File: config.mk
export PLATFORM = sky130hd
export DESIGN_NAME = stereo_vol_stage
export DESIGN_NICKNAME = d
export VERILOG_FILES = /design/src/rtl/stvol_pkg.sv /design/src/rtl/stvol_regs.sv /design/src/rtl/stvol_code_map.sv /design/src/rtl/stvol_chan.sv /design/src/rtl/stereo_vol_stage.sv
export SDC_FILE = /design/constraint.sdc
export NUM_CORES = 2
export LEC_CHECK = 0
export BUFFER_PORTS_ARGS = -buffer_cell sky130_fd_sc_hd__buf_2
export CORE_MARGIN = 4
export CORE_UTILIZATION = 40
export CTS_BUF_LIST = sky130_fd_sc_hd__clkbuf_4
export DETAILED_ROUTE_END_ITERATION = 12
export HOLD_SLACK_MARGIN = 0.03
export PLACE_DENSITY = 0.61
export SLEW_MARGIN = 30
export SYNTH_ARGS = -nofsm -noshare
export SYNTH_HDL_FRONTEND = slang
export SYNTH_SLANG_ARGS = --single-unit
export TNS_END_PERCENT = 50
File: constraint.sdc
create_clock -name clk -period 8.6 [get_ports clk]
set_clock_uncertainty 0.2 [all_clocks]
set_input_delay 0.43 -clock clk [delete_from_list [all_inputs] [get_ports clk]]
set_output_delay 0.43 -clock clk [all_outputs]
set_load 0.02 [all_outputs]
File: src/rtl/stvol_pkg.sv
package stvol_pkg;

    localparam int MANT_W = 17;   // unsigned mantissa, 16 fractional bits
    localparam int FRAC_W = 16;

    // 2^(k/16) in Q1.16, one 6 dB octave split into sixteen 0.375 dB steps
    function automatic logic [MANT_W-1:0] mant_of(input logic [3:0] k);
        logic [MANT_W-1:0] m;
        unique case (k)
            4'd0:  m = 17'd65536;
            4'd1:  m = 17'd68438;
            4'd2:  m = 17'd71468;
            4'd3:  m = 17'd74632;
            4'd4:  m = 17'd77936;
            4'd5:  m = 17'd81386;
            4'd6:  m = 17'd84990;
            4'd7:  m = 17'd88752;
            4'd8:  m = 17'd92682;
            4'd9:  m = 17'd96785;
            4'd10: m = 17'd101070;
            4'd11: m = 17'd105545;
            4'd12: m = 17'd110218;
            4'd13: m = 17'd115097;
            4'd14: m = 17'd120193;
            default: m = 17'd125515;
        endcase
        return m;
    endfunction

endpackage

File: src/rtl/stvol_regs.sv
module stvol_regs #(
    parameter int CW         = 8,
    parameter int AW         = 8,
    parameter logic [AW-1:0] LEFT_ADDR  = 8'h0F,
    parameter logic [AW-1:0] RIGHT_ADDR = 8'h10,
    parameter logic [CW-1:0] RESET_CODE = 8'hC0
) (
    input  logic          clk,
    input  logic          rst_n,
    input  logic          wr_en,
    input  logic [AW-1:0] wr_addr,
    input  logic [CW:0]   wr_data,
    output logic [CW-1:0] stage_l,
    output logic [CW-1:0] stage_r,
    output logic [CW-1:0] act_l,
    output logic [CW-1:0] act_r
);
    logic          hit_l, hit_r, commit;
    logic [CW-1:0] nxt_l, nxt_r;

    always_comb begin
        hit_l  = wr_en && (wr_addr == LEFT_ADDR);
        hit_r  = wr_en && (wr_addr == RIGHT_ADDR);
        nxt_l  = hit_l ? wr_data[CW-1:0] : stage_l;
        nxt_r  = hit_r ? wr_data[CW-1:0] : stage_r;
        commit = (hit_l || hit_r) && wr_data[CW];
    end

    always_ff @(posedge clk) begin
        if (!rst_n) begin
            stage_l <= RESET_CODE;
            stage_r <= RESET_CODE;
            act_l   <= RESET_CODE;
            act_r   <= RESET_CODE;
        end else begin
            stage_l <= nxt_l;
            stage_r <= nxt_r;
            if (commit) begin
                act_l <= nxt_l;
                act_r <= nxt_r;
            end
        end
    end
endmodule

File: src/rtl/stvol_code_map.sv
module stvol_code_map
    import stvol_pkg::*;
#(
    parameter int CW       = 8,
    parameter int TOP_CODE = 239
) (
    input  logic [CW-1:0]     code,
    output logic              mute,
    output logic [MANT_W-1:0] mant,
    output logic [CW-5:0]     oct
);
    localparam logic [CW-1:0] TOP = CW'(TOP_CODE);
    logic [CW-1:0] clamped;

    always_comb begin
        clamped = (code > TOP) ? TOP : code;
        mute    = (code == '0);
        mant    = mant_of(clamped[3:0]);
        oct     = clamped[CW-1:4];
    end
endmodule

File: src/rtl/stvol_chan.sv
module stvol_chan
    import stvol_pkg::*;
#(
    parameter int DW         = 24,
    parameter int CW         = 8,
    parameter int TOP_CODE   = 239,
    parameter int UNITY_CODE = 192
) (
    input  logic                 clk,
    input  logic                 rst_n,
    input  logic                 en,
    input  logic                 in_vld,
    input  logic signed [DW-1:0] sample,
    input  logic [CW-1:0]        code,
    output logic                 out_vld,
    output logic signed [DW-1:0] out
);
    localparam int PW      = DW + MANT_W + 1;
    localparam int OCT_MAX = TOP_CODE / 16;
    localparam int SHW     = PW + OCT_MAX;
    localparam int SHIFT   = FRAC_W + UNITY_CODE / 16;
    localparam logic signed [SHW-1:0] RND = SHW'(1) <<< (SHIFT - 1);
    localparam logic signed [SHW-1:0] POS = (SHW'(1) <<< (DW - 1)) - SHW'(1);
    localparam logic signed [SHW-1:0] NEG = ~POS;

    logic                 mute_c, mute1, vld1;
    logic [MANT_W-1:0]    mant_c;
    logic [CW-5:0]        oct_c, oct1;
    logic signed [PW-1:0] p1;
    logic signed [SHW-1:0] shifted, rounded;
    logic signed [DW-1:0] sat;

    stvol_code_map #(.CW(CW), .TOP_CODE(TOP_CODE)) u_map (
        .code(code), .mute(mute_c), .mant(mant_c), .oct(oct_c)
    );

    // stage 1: multiply by the mantissa, hold shift and mute with it
    always_ff @(posedge clk) begin
        if (!rst_n) begin
            p1    <= '0;
            oct1  <= '0;
            mute1 <= 1'b0;
            vld1  <= 1'b0;
        end else begin
            vld1 <= in_vld && en;
            if (in_vld) begin
                p1    <= sample * $signed({1'b0, mant_c});
                oct1  <= oct_c;
                mute1 <= mute_c;
            end
        end
    end

    always_comb begin
        shifted = {{OCT_MAX{p1[PW-1]}}, p1} <<< oct1;
        rounded = (shifted + RND) >>> SHIFT;
        if (rounded > POS)      sat = POS[DW-1:0];
        else if (rounded < NEG) sat = NEG[DW-1:0];
        else                    sat = rounded[DW-1:0];
    end

    // stage 2: round, saturate, register
    always_ff @(posedge clk) begin
        if (!rst_n) begin
            out     <= '0;
            out_vld <= 1'b0;
        end else begin
            out_vld <= vld1 && en;
            if (!en)       out <= '0;
            else if (vld1) out <= mute1 ? '0 : sat;
        end
    end
endmodule

File: src/rtl/stereo_vol_stage.sv
module stereo_vol_stage #(
    parameter int DW         = 24,
    parameter int CW         = 8,
    parameter int AW         = 8,
    parameter int TOP_CODE   = 239,
    parameter int UNITY_CODE = 192,
    parameter logic [AW-1:0] LEFT_ADDR  = 8'h0F,
    parameter logic [AW-1:0] RIGHT_ADDR = 8'h10
) (
    input  logic                 clk,
    input  logic                 rst_n,
    input  logic                 wr_en,
    input  logic [AW-1:0]        wr_addr,
    input  logic [CW:0]          wr_data,
    input  logic [AW-1:0]        rd_addr,
    output logic [CW:0]          rd_data,
    input  logic                 in_valid,
    input  logic signed [DW-1:0] in_left,
    input  logic signed [DW-1:0] in_right,
    input  logic                 en_left,
    input  logic                 en_right,
    output logic                 out_valid_left,
    output logic signed [DW-1:0] out_left,
    output logic                 out_valid_right,
    output logic signed [DW-1:0] out_right
);
    localparam int NCH = 2;

    logic [CW-1:0]        stage_l, stage_r, act_l, act_r;
    logic signed [DW-1:0] smp_a  [NCH];
    logic signed [DW-1:0] res_a  [NCH];
    logic [CW-1:0]        code_a [NCH];
    logic [NCH-1:0]       en_a, vld_a;

    stvol_regs #(
        .CW(CW), .AW(AW), .LEFT_ADDR(LEFT_ADDR), .RIGHT_ADDR(RIGHT_ADDR),
        .RESET_CODE(CW'(UNITY_CODE))
    ) u_regs (
        .clk(clk), .rst_n(rst_n), .wr_en(wr_en), .wr_addr(wr_addr),
        .wr_data(wr_data), .stage_l(stage_l), .stage_r(stage_r),
        .act_l(act_l), .act_r(act_r)
    );

    always_comb begin
        smp_a[0]  = in_left;
        smp_a[1]  = in_right;
        code_a[0] = act_l;
        code_a[1] = act_r;
        en_a      = {en_right, en_left};
    end

    for (genvar ch = 0; ch < NCH; ch++) begin : g_chan
        stvol_chan #(
            .DW(DW), .CW(CW), .TOP_CODE(TOP_CODE), .UNITY_CODE(UNITY_CODE)
        ) u_chan (
            .clk(clk), .rst_n(rst_n), .en(en_a[ch]), .in_vld(in_valid),
            .sample(smp_a[ch]), .code(code_a[ch]),
            .out_vld(vld_a[ch]), .out(res_a[ch])
        );
    end

    always_comb begin
        out_left        = res_a[0];
        out_right       = res_a[1];
        out_valid_left  = vld_a[0];
        out_valid_right = vld_a[1];
        if (rd_addr == LEFT_ADDR)       rd_data = {1'b0, stage_l};
        else if (rd_addr == RIGHT_ADDR) rd_data = {1'b0, stage_r};
        else                            rd_data = '0;
    end
endmodule

# Word level (Yosys, flattened, before mapping)
# Memory sizes are Yosys's and may differ from the RTL's.
# Index checks and enable logic that the tools add are counted.
# Widths: inputs -> output; s select.
[totals]
mem_bits_ro = 512
ff_bits = 178
elab_cells = 58
memories = 2
input_bits = 79
[op_classes]
shifts = 2
n_mux = 12
multipliers = 2
n_addsub = 2
eq_ne = 4
reduce_logical = 12
magnitude_cmp = 6
[mem_list]
columns = ["memory", "depth", "width", "read_ports", "rd_clocked_by_memory_dff", "write_ports", "line_no", "source"]
rows = [
  ["(no name shown)", 16, 16, 1, 0, 0, "stvol_pkg.sv:9", "unique case (k)"],
  ["(no name shown)", 16, 16, 1, 0, 0, "stvol_pkg.sv:9", ""],
]
[ops]
columns = ["op", "count"]
rows = [
  ["$mux 24", 6],
  ["$add 56x29->56 const B", 2],
  ["$sshl 56x4->56", 2],
  ["$mul 24x18->42", 2],
  ["$gt 28x24->1 const B", 2],
  ["$lt 28x24->1 const B", 2],
  ["$mux 8", 6],
  ["$eq 8x4->1 const B", 2],
  ["$eq 8x5->1 const B", 2],
  ["$gt 8x8->1 const B", 2],
  ["$logic_not 8->1", 2],
  ["$logic_and 1x1->1", 7],
  ["$reduce_and 2->1", 2],
  ["$logic_or 1x1->1", 1],
]

# Depth between registers and ports, before layout
[depth]
word_depth = 6
depth_mapped = 34
ltp_nobuf = 32

# Hierarchy
# From an unflattened synthesis, not the netlist that was laid out.
[unflattened]
cells_unflattened = 4584
hier_area_um2 = 41015.6
[by_module_without_submodules]
columns = ["module", "seq_area_each_um2", "n_inst", "area_each_um2", "cells_per_inst"]
rows = [
  ["stvol_chan at g_chan[1].u_chan", 1221.2, 1, 19224.7, 2119],
  ["stvol_chan at g_chan[0].u_chan", 1221.2, 1, 19005.7, 2118],
  ["stvol_regs", 640.6, 1, 1247.4, 116],
  ["stvol_code_map at g_chan[1].u_chan.u_map", 0.0, 1, 668.1, 102],
  ["stvol_code_map at g_chan[0].u_chan.u_map", 0.0, 1, 634.4, 95],
  ["stereo_vol_stage", 0.0, 1, 235.2, 34],
]

# Worst setup path after synthesis
# Ideal clock, no wire load.
[synth_timing]
path_type = "reg-to-reg"
from = "register u_regs.act_l[6]"
to = "register g_chan[0].u_chan.p1[40]"
setup_time_ns = 0.064
required_time_ns = 8.336
t_arrival_ns = 7.992
synth_period_minus_slack_ns = 8.256
stages_incl_launch_ff = 33
setup_slack_ns = 0.344
path_cell_list = "dfxtp_1 -> and4_1 -> clkbuf_1 -> nor2_1 -> inv_1 -> ha_1 -> clkbuf_1 -> nor2_1 -> nor3_1 -> a31o_2 -> clkbuf_1 -> nand2_1 -> fa_1 -> inv_1 -> fa_1 -> fa_1 -> fa_1 -> fa_1 -> inv_1 -> fa_1 -> inv_1 -> ha_1 -> o21ai_0 -> a21oi_1 -> o21a_1 -> o21ai_0 -> o21ai_0 -> o21ai_0 -> o21ai_0 -> a31oi_1 -> o21ai_0 -> or4b_2 -> nand4_1"
[synth_between]
elab_chain_cells = 4
[synth_rtl]
columns = ["element", "line_no", "source"]
rows = [
  ["from (decl)", "stvol_regs.sv:15", "output logic [CW-1:0] act_l,"],
  ["from (signal assigned)", "stvol_regs.sv:39", "act_l <= nxt_l;"],
  ["$gt 8x8->1", "stvol_code_map.sv:16", "clamped = (code > TOP) ? TOP : code;"],
  ["$mux 8", "stvol_code_map.sv:16", ""],
  ["$mem_v2 16x16", "--", ""],
  ["$mul 24x18->42", "stvol_chan.sv:47", "p1 <= sample * $signed({1'b0, mant_c});"],
  ["to (signal assigned)", "stvol_chan.sv:47", ""],
  ["to (decl)", "stvol_chan.sv:29", "logic signed [PW-1:0] p1;"],
]
# Every way passes these cells.
# A chain may end at the register's enable or synchronous reset.

# Worst setup path after layout
[layout_timing]
from = "register u_regs.act_l[7]"
to = "register g_chan[0].u_chan.p1[40]"
# Same word-level chain as after synthesis.

==> metrics.cfg <==
[status]
status = completed

[setup_path]
cp-start-kind = flop
max_stage_delay_ns = 0.65
cp_max_fo = 13
crit_type = reg -> reg
r2r_setup_slack_ns = 0.47
end_kind = flop
r2r_start = u_regs.act_l[7]
crit_family = adder cells
endpoint = g_chan[0].u_chan.p1[40]
cp_common_cell = fa_1
cp.depth = 29
worst-endpoint-arrival_ns = 8.50
worst-path-buf-inv = 7
cp-startpoint = u_regs.act_l[7]
required_ns = 8.97
r2r-end = g_chan[0].u_chan.p1[40]
ff2ff_path_depth = 29
cp_slowest_cell = or4b_2

[clock_tree]
clockBufferDepth = 2
h-tree-depth = 4
clkTransAtPathRegs_ns = 0.16
cts_buffers = 17
cts.sinks = 154
cts_tree = done
clock_latency_ns = 0.64
cts_root_buf = clkbuf_4

[timing]
maxSlewViolCount = 0
fin_crit_ns = 8.13
timing.final.crit_share_pct = 94.5
holdWs_ns = 0.191
slew_headroom_pct = 34.7
hold_violations = 0
tightest_slew_ns = 0.975
max_freq_mhz = 123
fin_setup_tns_ns = 0
finalSetupViolCount = 0

[die]
die_y_microns = 323
initial_core_util_pct = 40.3
die-width_microns = 323
die_area_sq_um = 104000
rows = 115
pin_count = 138
core_area_sq_um = 98400

[logic_synthesis]
yosysSeqAreaShare_pct = 7.76
synth_top_family_by_area = adder cells
synthArstFlopShare_pct = 0
synthFlopType = dfxtp_1
netlist.area_leader.share_pct = 40.2
syn_area_sq_um = 39700
synth_commonest_cells = inv_1, fa_1, nand2_1
synth-compound-area-share_pct = 7.50
synthCells = 4388
syn-mean-instance-area_sq_um = 9.05
synthAdderAreaFrac_pct = 46.8
synth_cell_types = 86
synth_mux_area_share_pct = 6.94
yosysTopAreaCell = fa_1
synth_simple_gate_area_share_pct = 17.2
yosysMostFrequentCell = inv_1
synth_area_leaders = fa_1, inv_1, dfxtp_1
ys_ff_latch = 154
synth-xor-area-share_pct = 2.51
syn_nets = 5475
yosysWarningCount = 0
synth_edf_count = 0

[routing]
totalWireLength_microns = 106000
vias_per_cell = 5.19
drc_errors = 0
wl_per_cell_microns = 18.5
first_iter_violations = 1988
drt-pass1-iter-count = 8
via_count = 29700
antenna_left = 0

[final_layout]
nets = 5512
drive_gt1_share_pct = 8.58
fillers = 9805
fin_cells = 5726
finalInstanceArea_sq_um = 42500
final-seq-area_sq_um = 3090
multi_input_area_sq_um = 32300
area_delta_synth_final_pct = 7.05

[hold_path]
holdCritPathClass = in -> reg

[placement]
place_inst = 5678
io_buffers = 136
postPlaceCellArea_sq_um = 42000
place.gp.congestion = 0.893
dp_hpwl_microns = 83500

[global_route]
grt_util_all_layers_pct = 20.8
grt_pass1_wl_microns = 173000
antenna_found_initial = 4
grt_pass1_vias = 30900
grt_max_degree = 89
grt_overflow = 0

[power_and_ir_drop]
p_leak_nw = 20.6
ir_worst_vdd_mv = 0.0857
powerDensity_nw_per_um2 = 42.6

[job]
cap_violations = 0

cells by family after synthesis:
family,count (synthesis)
compound gates,442
other cells,1
mux,201
fa+ha+maj,1008
flops,154
simple gates,1308
buf+inv,1160
xor+xnor,114
sequential cells by signal, indices dropped and copies added (netlist names):
register	count
u_regs.stage_l	8
g_chan.u_chan.p1	60
g_chan.u_chan.mute1	2
u_regs.stage_r	8
g_chan.u_chan.out_vld	2
g_chan.u_chan.vld1	2
g_chan.u_chan.out	48
u_regs.act_r	8
g_chan.u_chan.oct1	8
u_regs.act_l	8
metrics by stage:
| stage | util [%] | power, mW | setup slack, ns |
|---|---|---|---|
| 3_3_place_gp | 42.6 | 1.29 | 0.437 |
| 6_report | 43.2 | 1.81 | 0.475 |
| 2_1_floorplan | - | 1.11 | 0.344 |
| 4_1_cts | 43.1 | 1.82 | 0.146 |
| 5_1_grt | 43.2 | 1.90 | -0.00138 |
| 3_5_place_dp | 42.7 | 1.29 | 0.196 |
worst min-delay path by stage:
stage,startpoint,end,slack (ns),depth (start not counted)
finish,wr_addr[4],u_regs.stage_l[7],0.19,5
global route,wr_addr[4],u_regs.stage_l[7],0.17,5
CTS,wr_addr[4],u_regs.stage_l[7],0.14,5
floorplan,g_chan[0].u_chan.mute1,g_chan[0].u_chan.mute1,0.24,2
detailed placement,g_chan[0].u_chan.out[0],g_chan[0].u_chan.out[0],0.27,2
global placement,g_chan[0].u_chan.out[0],g_chan[0].u_chan.out[0],0.27,2
cell usage in the layout (no fill, tap or decap), types with 19 or more instances in the layout:
cell type and n:
mux4_2 32, fa_1 798, mux2i_1 123, o22ai_1 19, nor2_1 110, o21ai_0 78, buf_2 134, mux2_2 26
nand2b_1 26, mux4_1 19, nor3_1 28, nor2b_1 152, a221o_1 34, a21o_1 26, xnor2_1 75, buf_4 83
dfxtp_1 148, inv_1 933, xor2_1 39, nand2_1 443, nand3_1 46, ha_1 207, a21oi_1 113, and2_1 396
what timing repair did:
item / in CTS / in global routing
buffers inserted: 0 / 4
hold buffers: 11 / 0
endpoints found under the setup margin: 0 / 17
gates resized for setup: 0 / 16
endpoints found under the hold margin: 38 / 0
worst min-delay path: stages:
cell	delay, ns
buf_2	0.09
nor3b_2	0.04
buf_4	0.19
mux2i_1	0.16
nand2_1	0.06
report_power, final:
part	switching, mW	leakage [nW]	total [mW]	internal [mW]
Clock	0.336	0.171	0.525	0.189
Combinational	0.325	19.2	0.517	0.192
Sequential	0.0338	1.26	0.770	0.736
Total	0.695	20.6	1.81	1.12
final cells by class:
cell class / count / area share, %
sequential: 154 / 7.28
clock buffer: 17 / 0.300
multi-input combinational: 3074 / 75.9
tap: 1287 / 3.79
timing repair buffer: 242 / 3.96
inverter: 936 / 8.26
clock inverter: 15 / 0.477
antenna: 1 / 0.00589
layer usage:
| metal | up-vias | wire [microns] | GRT usage (%) | share of wire (%) |
|---|---|---|---|---|
| li1 | 13600 | - | - | - |
| met1 | 15200 | 49100 | 30.1 | 46 |
| met2 | 770 | 49000 | 33.7 | 46 |
| met3 | 97 | 6450 | 3.47 | 6.1 |
| met4 | 2 | 1570 | 3.21 | 1.5 |
| met5 | - | 13 | 0 | 0.012 |
(Power assumes the default switching activity.)
